### src/rtl/cache_tuner_pkg.sv
package cache_tuner_pkg;

   typedef struct packed {
      logic [1:0] sets;
      logic       line;
      logic [1:0] ways;
   } cache_cfg_t;

   typedef enum logic [1:0] {
      PH_BASE = 2'd0,
      PH_SETS = 2'd1,
      PH_LINE = 2'd2,
      PH_WAYS = 2'd3
   } tune_phase_t;

   typedef enum logic [1:0] {
      ST_IDLE   = 2'd0,
      ST_LAUNCH = 2'd1,
      ST_WAIT   = 2'd2,
      ST_DONE   = 2'd3
   } tune_state_t;

   localparam cache_cfg_t CFG_BASE = '0;

endpackage

### src/rtl/edp_best_tracker.sv
module edp_best_tracker
   import cache_tuner_pkg::*;
#(
   parameter int EDP_W = 32
) (
   input  logic             clk,
   input  logic             rst_n,
   input  logic             clear,
   input  logic             take,
   input  logic [EDP_W-1:0] edp_value,
   input  cache_cfg_t       cur_cfg,
   output logic             improved,
   output cache_cfg_t       win_cfg
);

   logic             have_best;
   logic [EDP_W-1:0] best_edp;
   cache_cfg_t       best_cfg;

   // strict comparison: an equal EDP never displaces the earlier, smaller config
   assign improved = !have_best || (edp_value < best_edp);
   assign win_cfg  = improved ? cur_cfg : best_cfg;

   always_ff @(posedge clk or negedge rst_n) begin
      if (!rst_n) begin
         have_best <= 1'b0;
         best_edp  <= '0;
         best_cfg  <= CFG_BASE;
      end else if (clear) begin
         have_best <= 1'b0;
         best_edp  <= '0;
         best_cfg  <= CFG_BASE;
      end else if (take && improved) begin
         have_best <= 1'b1;
         best_edp  <= edp_value;
         best_cfg  <= cur_cfg;
      end
   end

   // the recorded best never grows once a first value is held
   p_best_monotone_r8: assert property (@(posedge clk) disable iff (!rst_n)
      (have_best && !clear) |=> (best_edp <= $past(best_edp)));

   // a sample equal to the best leaves the best configuration in place
   p_tie_keeps_r8: assert property (@(posedge clk) disable iff (!rst_n)
      (take && !clear && have_best && edp_value == best_edp) |=> $stable(best_cfg));

endmodule

### src/rtl/tune_step_select.sv
module tune_step_select
   import cache_tuner_pkg::*;
#(
   parameter int MAX_SET_CODE = 2,
   parameter int MAX_WAY_CODE = 2
) (
   input  tune_phase_t phase,
   input  cache_cfg_t  cur_cfg,
   input  cache_cfg_t  win_cfg,
   input  logic        improved,
   output cache_cfg_t  nxt_cfg,
   output tune_phase_t nxt_phase,
   output logic        finish
);

   localparam logic [1:0] SET_TOP = 2'(MAX_SET_CODE);
   localparam logic [1:0] WAY_TOP = 2'(MAX_WAY_CODE);

   logic can_grow_sets;
   logic can_grow_ways;

   assign can_grow_sets = improved && (cur_cfg.sets < SET_TOP);
   assign can_grow_ways = improved && (cur_cfg.ways < WAY_TOP);

   always_comb begin
      nxt_cfg   = win_cfg;
      nxt_phase = phase;
      finish    = 1'b0;
      unique case (phase)
         PH_BASE: begin
            nxt_cfg      = cur_cfg;
            nxt_cfg.sets = 2'd1;
            nxt_phase    = PH_SETS;
         end
         PH_SETS: begin
            if (can_grow_sets) begin
               nxt_cfg      = cur_cfg;
               nxt_cfg.sets = cur_cfg.sets + 2'd1;
            end else begin
               nxt_cfg      = win_cfg;
               nxt_cfg.line = 1'b1;
               nxt_phase    = PH_LINE;
            end
         end
         PH_LINE: begin
            nxt_cfg      = win_cfg;
            nxt_cfg.ways = 2'd1;
            nxt_phase    = PH_WAYS;
         end
         PH_WAYS: begin
            if (can_grow_ways) begin
               nxt_cfg      = cur_cfg;
               nxt_cfg.ways = cur_cfg.ways + 2'd1;
            end else begin
               nxt_cfg = win_cfg;
               finish  = 1'b1;
            end
         end
         default: begin
            nxt_cfg   = CFG_BASE;
            nxt_phase = PH_BASE;
         end
      endcase
   end

endmodule

### src/rtl/eval_counter.sv
module eval_counter #(
   parameter int CNT_W = 3,
   parameter int LIMIT = 6
) (
   input  logic             clk,
   input  logic             rst_n,
   input  logic             clear,
   input  logic             inc,
   output logic [CNT_W-1:0] count
);

   localparam logic [CNT_W-1:0] TOP = CNT_W'(LIMIT);

   initial begin
      a_limit_fits: assert ((LIMIT > 0) && (LIMIT < (1 << CNT_W)))
         else $error("eval_counter: LIMIT does not fit in CNT_W bits");
   end

   always_ff @(posedge clk or negedge rst_n) begin
      if (!rst_n)                   count <= '0;
      else if (clear)               count <= '0;
      else if (inc && count < TOP)  count <= count + 1'b1;
   end

   // the count is bounded by the longest possible walk
   p_no_overflow_r9: assert property (@(posedge clk) disable iff (!rst_n)
      count <= TOP);

   // each accepted sample advances the count by one
   p_count_step_r9: assert property (@(posedge clk) disable iff (!rst_n)
      (inc && !clear && count < TOP) |=> (count == $past(count) + 1'b1));

endmodule

### src/rtl/greedy_cache_tuner.sv
module greedy_cache_tuner
   import cache_tuner_pkg::*;
#(
   parameter int EDP_W        = 32,
   parameter int MAX_SET_CODE = 2,
   parameter int MAX_WAY_CODE = 2,
   parameter int CNT_W        = 3
) (
   input  logic             clk,
   input  logic             rst_n,
   input  logic             start,
   input  logic             edp_valid,
   input  logic [EDP_W-1:0] edp_value,
   output logic             edp_ready,
   output logic             meas_req,
   output logic [1:0]       cfg_sets,
   output logic             cfg_line,
   output logic [1:0]       cfg_ways,
   output logic             done,
   output logic [CNT_W-1:0] eval_count
);

   // base + set steps + one line step + way steps
   localparam int MAX_EVALS = 1 + MAX_SET_CODE + 1 + MAX_WAY_CODE;

   initial begin
      a_sets_range: assert (MAX_SET_CODE >= 1 && MAX_SET_CODE <= 2)
         else $error("greedy_cache_tuner: MAX_SET_CODE must be 1 or 2");
      a_ways_range: assert (MAX_WAY_CODE >= 1 && MAX_WAY_CODE <= 2)
         else $error("greedy_cache_tuner: MAX_WAY_CODE must be 1 or 2");
      a_edp_width: assert (EDP_W >= 2)
         else $error("greedy_cache_tuner: EDP_W too small");
      a_cnt_width: assert (MAX_EVALS < (1 << CNT_W))
         else $error("greedy_cache_tuner: CNT_W too small for the walk");
   end

   tune_state_t state;
   tune_phase_t phase;
   cache_cfg_t  cfg;

   logic        accept;
   logic        improved;
   cache_cfg_t  win_cfg;
   cache_cfg_t  nxt_cfg;
   tune_phase_t nxt_phase;
   logic        finish;

   assign accept = (state == ST_WAIT) && edp_valid && !start;

   edp_best_tracker #(
      .EDP_W (EDP_W)
   ) u_best (
      .clk       (clk),
      .rst_n     (rst_n),
      .clear     (start),
      .take      (accept),
      .edp_value (edp_value),
      .cur_cfg   (cfg),
      .improved  (improved),
      .win_cfg   (win_cfg)
   );

   tune_step_select #(
      .MAX_SET_CODE (MAX_SET_CODE),
      .MAX_WAY_CODE (MAX_WAY_CODE)
   ) u_step (
      .phase     (phase),
      .cur_cfg   (cfg),
      .win_cfg   (win_cfg),
      .improved  (improved),
      .nxt_cfg   (nxt_cfg),
      .nxt_phase (nxt_phase),
      .finish    (finish)
   );

   eval_counter #(
      .CNT_W (CNT_W),
      .LIMIT (MAX_EVALS)
   ) u_cnt (
      .clk   (clk),
      .rst_n (rst_n),
      .clear (start),
      .inc   (accept),
      .count (eval_count)
   );

   always_ff @(posedge clk or negedge rst_n) begin
      if (!rst_n) begin
         state <= ST_IDLE;
         phase <= PH_BASE;
         cfg   <= CFG_BASE;
      end else if (start) begin
         state <= ST_LAUNCH;
         phase <= PH_BASE;
         cfg   <= CFG_BASE;
      end else begin
         unique case (state)
            ST_LAUNCH: state <= ST_WAIT;
            ST_WAIT: begin
               if (edp_valid) begin
                  cfg   <= nxt_cfg;
                  phase <= nxt_phase;
                  state <= finish ? ST_DONE : ST_LAUNCH;
               end
            end
            default: state <= state;
         endcase
      end
   end

   assign meas_req  = (state == ST_LAUNCH);
   assign edp_ready = (state == ST_WAIT);
   assign done      = (state == ST_DONE);
   assign cfg_sets  = cfg.sets;
   assign cfg_line  = cfg.line;
   assign cfg_ways  = cfg.ways;

   // a start pulse always restarts from the base configuration
   p_start_restart_r11: assert property (@(posedge clk) disable iff (!rst_n)
      start |=> (meas_req && !done && eval_count == '0
                 && cfg_sets == 2'd0 && !cfg_line && cfg_ways == 2'd0));

   // unused codes never reach the caches
   p_legal_codes_r2: assert property (@(posedge clk) disable iff (!rst_n)
      (cfg_sets != 2'd3) && (cfg_ways != 2'd3));

   // request is a single-cycle pulse followed by the wait for a sample
   p_req_pulse_r3: assert property (@(posedge clk) disable iff (!rst_n)
      (meas_req && !start) |=> (!meas_req && edp_ready));

   // waiting for a sample holds until one is accepted
   p_ready_hold_r3: assert property (@(posedge clk) disable iff (!rst_n)
      (edp_ready && !edp_valid && !start) |=> (edp_ready && !meas_req));

   // configuration is frozen across a measurement interval
   p_cfg_frozen_r4: assert property (@(posedge clk) disable iff (!rst_n)
      ((meas_req || (edp_ready && !edp_valid)) && !start)
         |=> $stable({cfg_sets, cfg_line, cfg_ways}));

   // finished state and result persist until restarted
   p_done_hold_r10: assert property (@(posedge clk) disable iff (!rst_n)
      (done && !start) |=> (done && !meas_req && !edp_ready
                            && $stable({cfg_sets, cfg_line, cfg_ways})
                            && $stable(eval_count)));

endmodule

### config.mk
export PLATFORM = sky130hd
export DESIGN_NAME = greedy_cache_tuner
export DESIGN_NICKNAME = d
export VERILOG_FILES = /design/src/rtl/cache_tuner_pkg.sv /design/src/rtl/edp_best_tracker.sv /design/src/rtl/tune_step_select.sv /design/src/rtl/eval_counter.sv /design/src/rtl/greedy_cache_tuner.sv
export SDC_FILE = /design/constraint.sdc
export NUM_CORES = 1
export LEC_CHECK = 0
export ABC_AREA = 1
export ABC_CLOCK_PERIOD_IN_PS = 2770
export CORE_MARGIN = 1.5
export CORE_UTILIZATION = 36
export DETAILED_ROUTE_END_ITERATION = 12
export GPL_TIMING_DRIVEN = 0
export SLEW_MARGIN = 40
export SYNTH_ARGS = -nofsm -noshare
export SYNTH_HDL_FRONTEND = slang
export SYNTH_SLANG_ARGS = --single-unit
### constraint.sdc
create_clock -name clk -period 2.77 [get_ports clk]
set_input_delay 0.554 -clock clk [delete_from_list [all_inputs] [get_ports clk]]
set_output_delay 0.554 -clock clk [all_outputs]
set_load 0.01 [all_outputs]
* Word-level counts from Yosys, hierarchy flattened
Cells that the tools add are included.
** Word-level totals
- Register bits after elaboration :: 50
- Input bits :: 36
** Operators by class
- Muxes and demuxes :: 26
- $add $sub $neg :: 3
- Equal/unequal tests :: 10
- Magnitude comparators :: 4
- Reductions and logical operators :: 21
** Operator list (count)
- two-way mux 32 bit :: 2
- two-way mux 5 bit :: 8
- less-than comparator 32 bit :: 1
- case mux 5 bit (4 select lines) :: 1
- two-way mux 2 bit :: 7
- inequality test 3 bit (second input constant) :: 3
- equality test 2 bit (second input constant) :: 4
- AND reduction 4 bit :: 2
- nonzero test 2 bit :: 4
- logical AND 1 bit :: 6
- two-way mux 3 bit :: 2
- case mux 2 bit (3 select lines) :: 1
- AND reduction 5 bit :: 1
- adder 2 x 1 -> 2 bit (second input constant) :: 2
- equality test 2 x 1 -> 1 bit (second input constant) :: 2
- less-than comparator 2 bit (second input constant) :: 2
- two-way mux 1 bit :: 4
- case mux 2 bit (2 select lines) :: 1
- nonzero test 4 bit :: 1
- adder 3 x 1 -> 3 bit (second input constant) :: 1
- less-than comparator 3 bit (second input constant) :: 1
- AND reduction 3 bit :: 1
- nonzero test 3 bit :: 1
- zero test 1 bit :: 2
- 4 further kinds :: 4

* Longest topological paths before layout
- Word-level depth :: 9
- Gate-level depth with buffers :: 20
- Gate-level depth less buffers :: 20

* By module
From an unflattened synthesis, not the netlist that was laid out.
** Unflattened totals
- Cell total of the unflattened synthesis :: 456
- Area, all modules :: 3728.6 µm²
** By module, submodules not included
- edp_best_tracker :: instances 1, cells each 318, area an instance 2767.7 µm²
- greedy_cache_tuner :: instances 1, cells each 48, area an instance 441.7 µm²
- tune_step_select :: instances 1, cells each 66, area an instance 349.1 µm²
- eval_counter :: instances 1, cells each 24, area an instance 170.2 µm²

* Worst setup path before layout
No wires, ideal clock.
- Kind :: input port to flip-flop
- Start :: input edp_value[21]
- End :: register cfg (netlist bit cfg_ways[0])
- Stages on the path :: 14
- Required time :: 2.650 ns
- Path buffers :: 1
- Slack :: 0.701 ns
- Data arrival time :: 1.949 ns
- Cells stage by stage :: ha_1 > a21oi_1 > nor2_1 > nor2_1 > nand3_1 > a21oi_2 > nand2_4 > nand2_8 > buf_8 > nand2_2 > nand3_1 > nand2_1 > o21ai_1 > nand2_1
** Between the ends
- Longest elaborated chain between the ends :: 8
- Elaborated cells between the ends (all ways) :: 13
- Classes of those cells :: 1 x order compare; 1 x eq/ne; 7 x mux; 4 x reduce/logical
** RTL lines
- from (decl) :: line greedy_cache_tuner.sv:13 : input logic [EDP_W-1:0] edp_value,
- less-than comparator 32 bit * :: line edp_best_tracker.sv:21 : assign improved = !have_best || (edp_value < best_edp);
- logical OR 1 bit * :: line edp_best_tracker.sv:21
- two-way mux 5 bit or logical AND 1 bit (tied branches) :: line edp_best_tracker.sv:22, tune_step_select.sv:23
- two-way mux 5 bit (on tied branches) :: line tune_step_select.sv:51, tune_step_select.sv:36
- case mux 5 bit (4 select lines) :: line tune_step_select.sv:29 : unique case (phase)
- two-way mux 5 bit :: line greedy_cache_tuner.sv:100 : if (edp_valid) begin
- two-way mux 5 bit :: line greedy_cache_tuner.sv:97 : unique case (state)
- two-way mux 5 bit :: line greedy_cache_tuner.sv:92 : end else if (start) begin
- to (signal assigned) :: line greedy_cache_tuner.sv:101 : cfg <= nxt_cfg;
- to (decl) :: line greedy_cache_tuner.sv:39 : cache_cfg_t cfg;
Every way passes the cells marked *; elsewhere a longest branch is shown, timed or not. The select of a mux whose other input is x is not followed.
A chain may end at the register's enable or synchronous reset.

* Final worst setup path
- Start :: input edp_value[5]
- End :: register u_best.best_cfg[1] in the netlist's numbering
** Between the ends
- Longest elaborated chain between the ends :: 4
** RTL lines
- less-than comparator 32 bit :: line edp_best_tracker.sv:21
- logical OR 1 bit :: line edp_best_tracker.sv:21
- logical AND 1 bit :: line edp_best_tracker.sv:33 : end else if (take && improved) begin
- nonzero test 2 bit (no source line)
- to (signal assigned) :: line edp_best_tracker.sv:36 : best_cfg <= cur_cfg;
- to (decl) :: line edp_best_tracker.sv:18 : cache_cfg_t best_cfg;
Every way passes these cells.

==> metrics.yaml <==
path_class: "in -> reg"
drtIter0Drc: 96
syn_nets: 465
drive_above_1_share_pct: 15.63
synthFlopType: "dfrtp_1"
core_um2: 8848
whs_ps: 124.3
grt_pass1_wl_um: 12190
p_int_uw: 1459
dp_slack_ps: 16.84
drt-vias-per-instance: 4.854
grt_max_degree: 31
clock_path_buffers: 2
fill_cells: 864
status: "completed"
total_leakage_power_uw: 0.001887
cts_hold_buf: 0
fin_nets: 519
dr.pass1.iters: 4
drtAntennaViolNets: 0
setup_ws_ps: 347.4
crit_fanout: 10
post-route-period-util_pct: 87.46
ff2ff_path_depth: 15
finalWirelength_um: 6947
finalSetupViolCount: 0
regArea_um2: 1251
ys_seq_area_share_pct: 37.66
grt.busiest_layer: "met2"
mostFrequentLayoutCell: "nand2_1"
power_density_nw_per_um2: 522.6
worst_hold_path_type: "in -> async"
startpoint: "edp_value[5]"
clock_skew_ps: 7.634
die_area_um2: 9813
combPwrFrac_pct: 30.6
ctsResizeCount: 0
finalPower_uw: 2131
grt_pass1_vias: 2677
ys_types: 33
worstMarginPinSlew_ps: 496.7
cts_made_buffers: 5
start_util_pct: 37.54
clk_pin_slew_worst_paths_ps: 100
grt_usage_pct: 14.99
async_flop_share_pct: 100.0
met3_usage_pct: 2.695
pwr-share-clk_pct: 30.1
place.gp.congestion: 0.8363
multi_input_area_um2: 1735
reg2reg_setup_slack_ps: 680
max_clock_freq_ghz: 0.4128
grt.met2_usage_pct: 24.67
numClockSinks: 50
fp.dieH_um: 99.06
die_w_um: 99.06
avgSynthCellArea_um2: 8.453
wl_per_cell_um: 12.49
gr-usage-met1_pct: 20.88
drc: 0
required_ps: 2960
htree_levels: 2
hold_violations: 0
areaGrowthSynthToFinish_pct: 22.75
ios: 47
vias: 2699
synth-edff-count: 0
rsz0062_at_grt: "no"
grt_overflow: 0
cts_root_buffer: "clkbuf_8"
synth_area_um2: 3322
slew_headroom_pct: 66.88
worst_setup_path_start_kind: "input pin"
r2r-start: "u_best.best_edp[5]"
io_buffers: 46
syn_inst: 393
final_cell_mix: "nand2_1, inv_1, dfrtp_1, clkdlybuf4s50_1, nand3_1"
antenna_cells: 0
cts_tree: "built"
end_kind: "flip-flop"
max-cap-violations: 0
p_sw_share_pct: 31.52
r2r-end: "u_best.best_cfg[1]"
hpwl_um: 5250
antenna_found_initial: 0
cp.arrival_ps: 2610
p_seq_share_pct: 39.3
slew_viol_final: 0
vdd_drop_max_v: 0.0002577
layout_min_cycle_time_ps: 2423
p_sw_uw: 671.7
clkLatencyLatePin_ps: 300
yosys_warnings: 0
post-cts-setup-buffer-count: 0
synth_seq_cells: 50
rows: 34
[final cells by class]
type,instances,area share [%]
Buffer,10,2.148
Clock buffer,6,2.025
Clock inverter,2,1.473
Inverter,66,6.075
Multi-Input combinational cell,267,42.56
Sequential cell,50,30.68
Tap cell,108,3.314
Timing Repair Buffer,47,11.72
[kinds of logic after synthesis]
logic type	count (synthesis)	synth area share [%]
adders and majority gates	36	13.56
AOI/OAI and AO/OA	71	15.18
and+or+nand+nor	157	22.71
buffers and inverters	76	10.09
xor gates and xnor gates	3	0.7911
DFF	50	37.66
[critical path, cell delays in order]
cell             delay [ps]
clkdlybuf4s50_1         450
ha_1                    330
a21oi_1                 130
nor2_1                   50
nor3_1                  120
nand2_1                  90
nand2_1                  60
nand2_1                  70
nand2_2                  80
nand2_4                  80
nand2_8                 120
nand2_8                  90
nand2_4                 130
buf_6                   190
o22ai_2                  70
[Yosys cell counts, types with 2 or more instances]
cell / n / area [um2]
buf_6: 4 / 45.04
o22ai_2: 3 / 37.54
buf_4: 2 / 15.01
xnor2_1: 2 / 17.52
nor2_1: 21 / 78.83
nor2_2: 2 / 12.51
nand3_2: 3 / 30.03
dfrtp_1: 50 / 1251
nor3_2: 2 / 20.02
a21oi_2: 2 / 17.52
inv_1: 63 / 236.5
nand2_4: 2 / 22.52
o21ai_1: 4 / 20.02
o21ai_2: 29 / 254.0
buf_1: 2 / 7.510
nor3_1: 2 / 10.01
nand2_1: 76 / 285.3
a21oi_1: 15 / 75.07
o21ai_0: 14 / 70.07
inv_2: 3 / 11.26
ha_1: 36 / 450.4
nand3_1: 42 / 210.2
nand2_2: 3 / 18.77
nand2_8: 2 / 40.04
[how the worst max path moves through the flow]
stage                               end  slack (ps)  cells after the start
finish               u_best.best_cfg[1]         350                     15
global route        u_best.best_edp[14]         150                     13
CTS                  u_best.best_cfg[1]         330                     15
detailed placement   u_best.best_cfg[1]          20                     15
global placement               state[0]        -520                      1
floorplan                   cfg_ways[0]         700                     14
[power groups by stage]
stage	combinational (uW)	clock, uW	sequential [uW]
2_1_floorplan	434	0	847
5_1_grt	749	691	845
4_1_cts	662	662	839
3_3_place_gp	646	0	851
3_5_place_dp	658	0	854
6_report	652	642	837
[routing by layer]
layer  wire (um)  share of wire (%)  vias to the layer above
met1        3478                 50                     1262
met3         234                3.4                        4
met4          34               0.49                        0
met2        3199                 46                       45
met5           0                  0                        -
li1            -                  -                     1388
[registers in the layout, summed over array words and instances (netlist names)]
name / count
phase: 2
u_cnt.count: 3
cfg_sets: 2
cfg_ways: 2
u_best.best_edp: 32
cfg_line: 1
state: 2
u_best.best_cfg: 5
u_best.have_best: 1
[metrics by stage]
stage	area, um2	std cells	util [%]	setup TNS, ps
5_1_grt	4078	556	46.08	0
2_1_floorplan	3322	393	-	0
3_5_place_dp	3935	548	44.47	0
4_1_cts	4078	556	46.08	0
6_report	4078	556	46.08	0
3_3_place_gp	3918	547	44.27	-25580
Power figures use the tool's default switching activity.
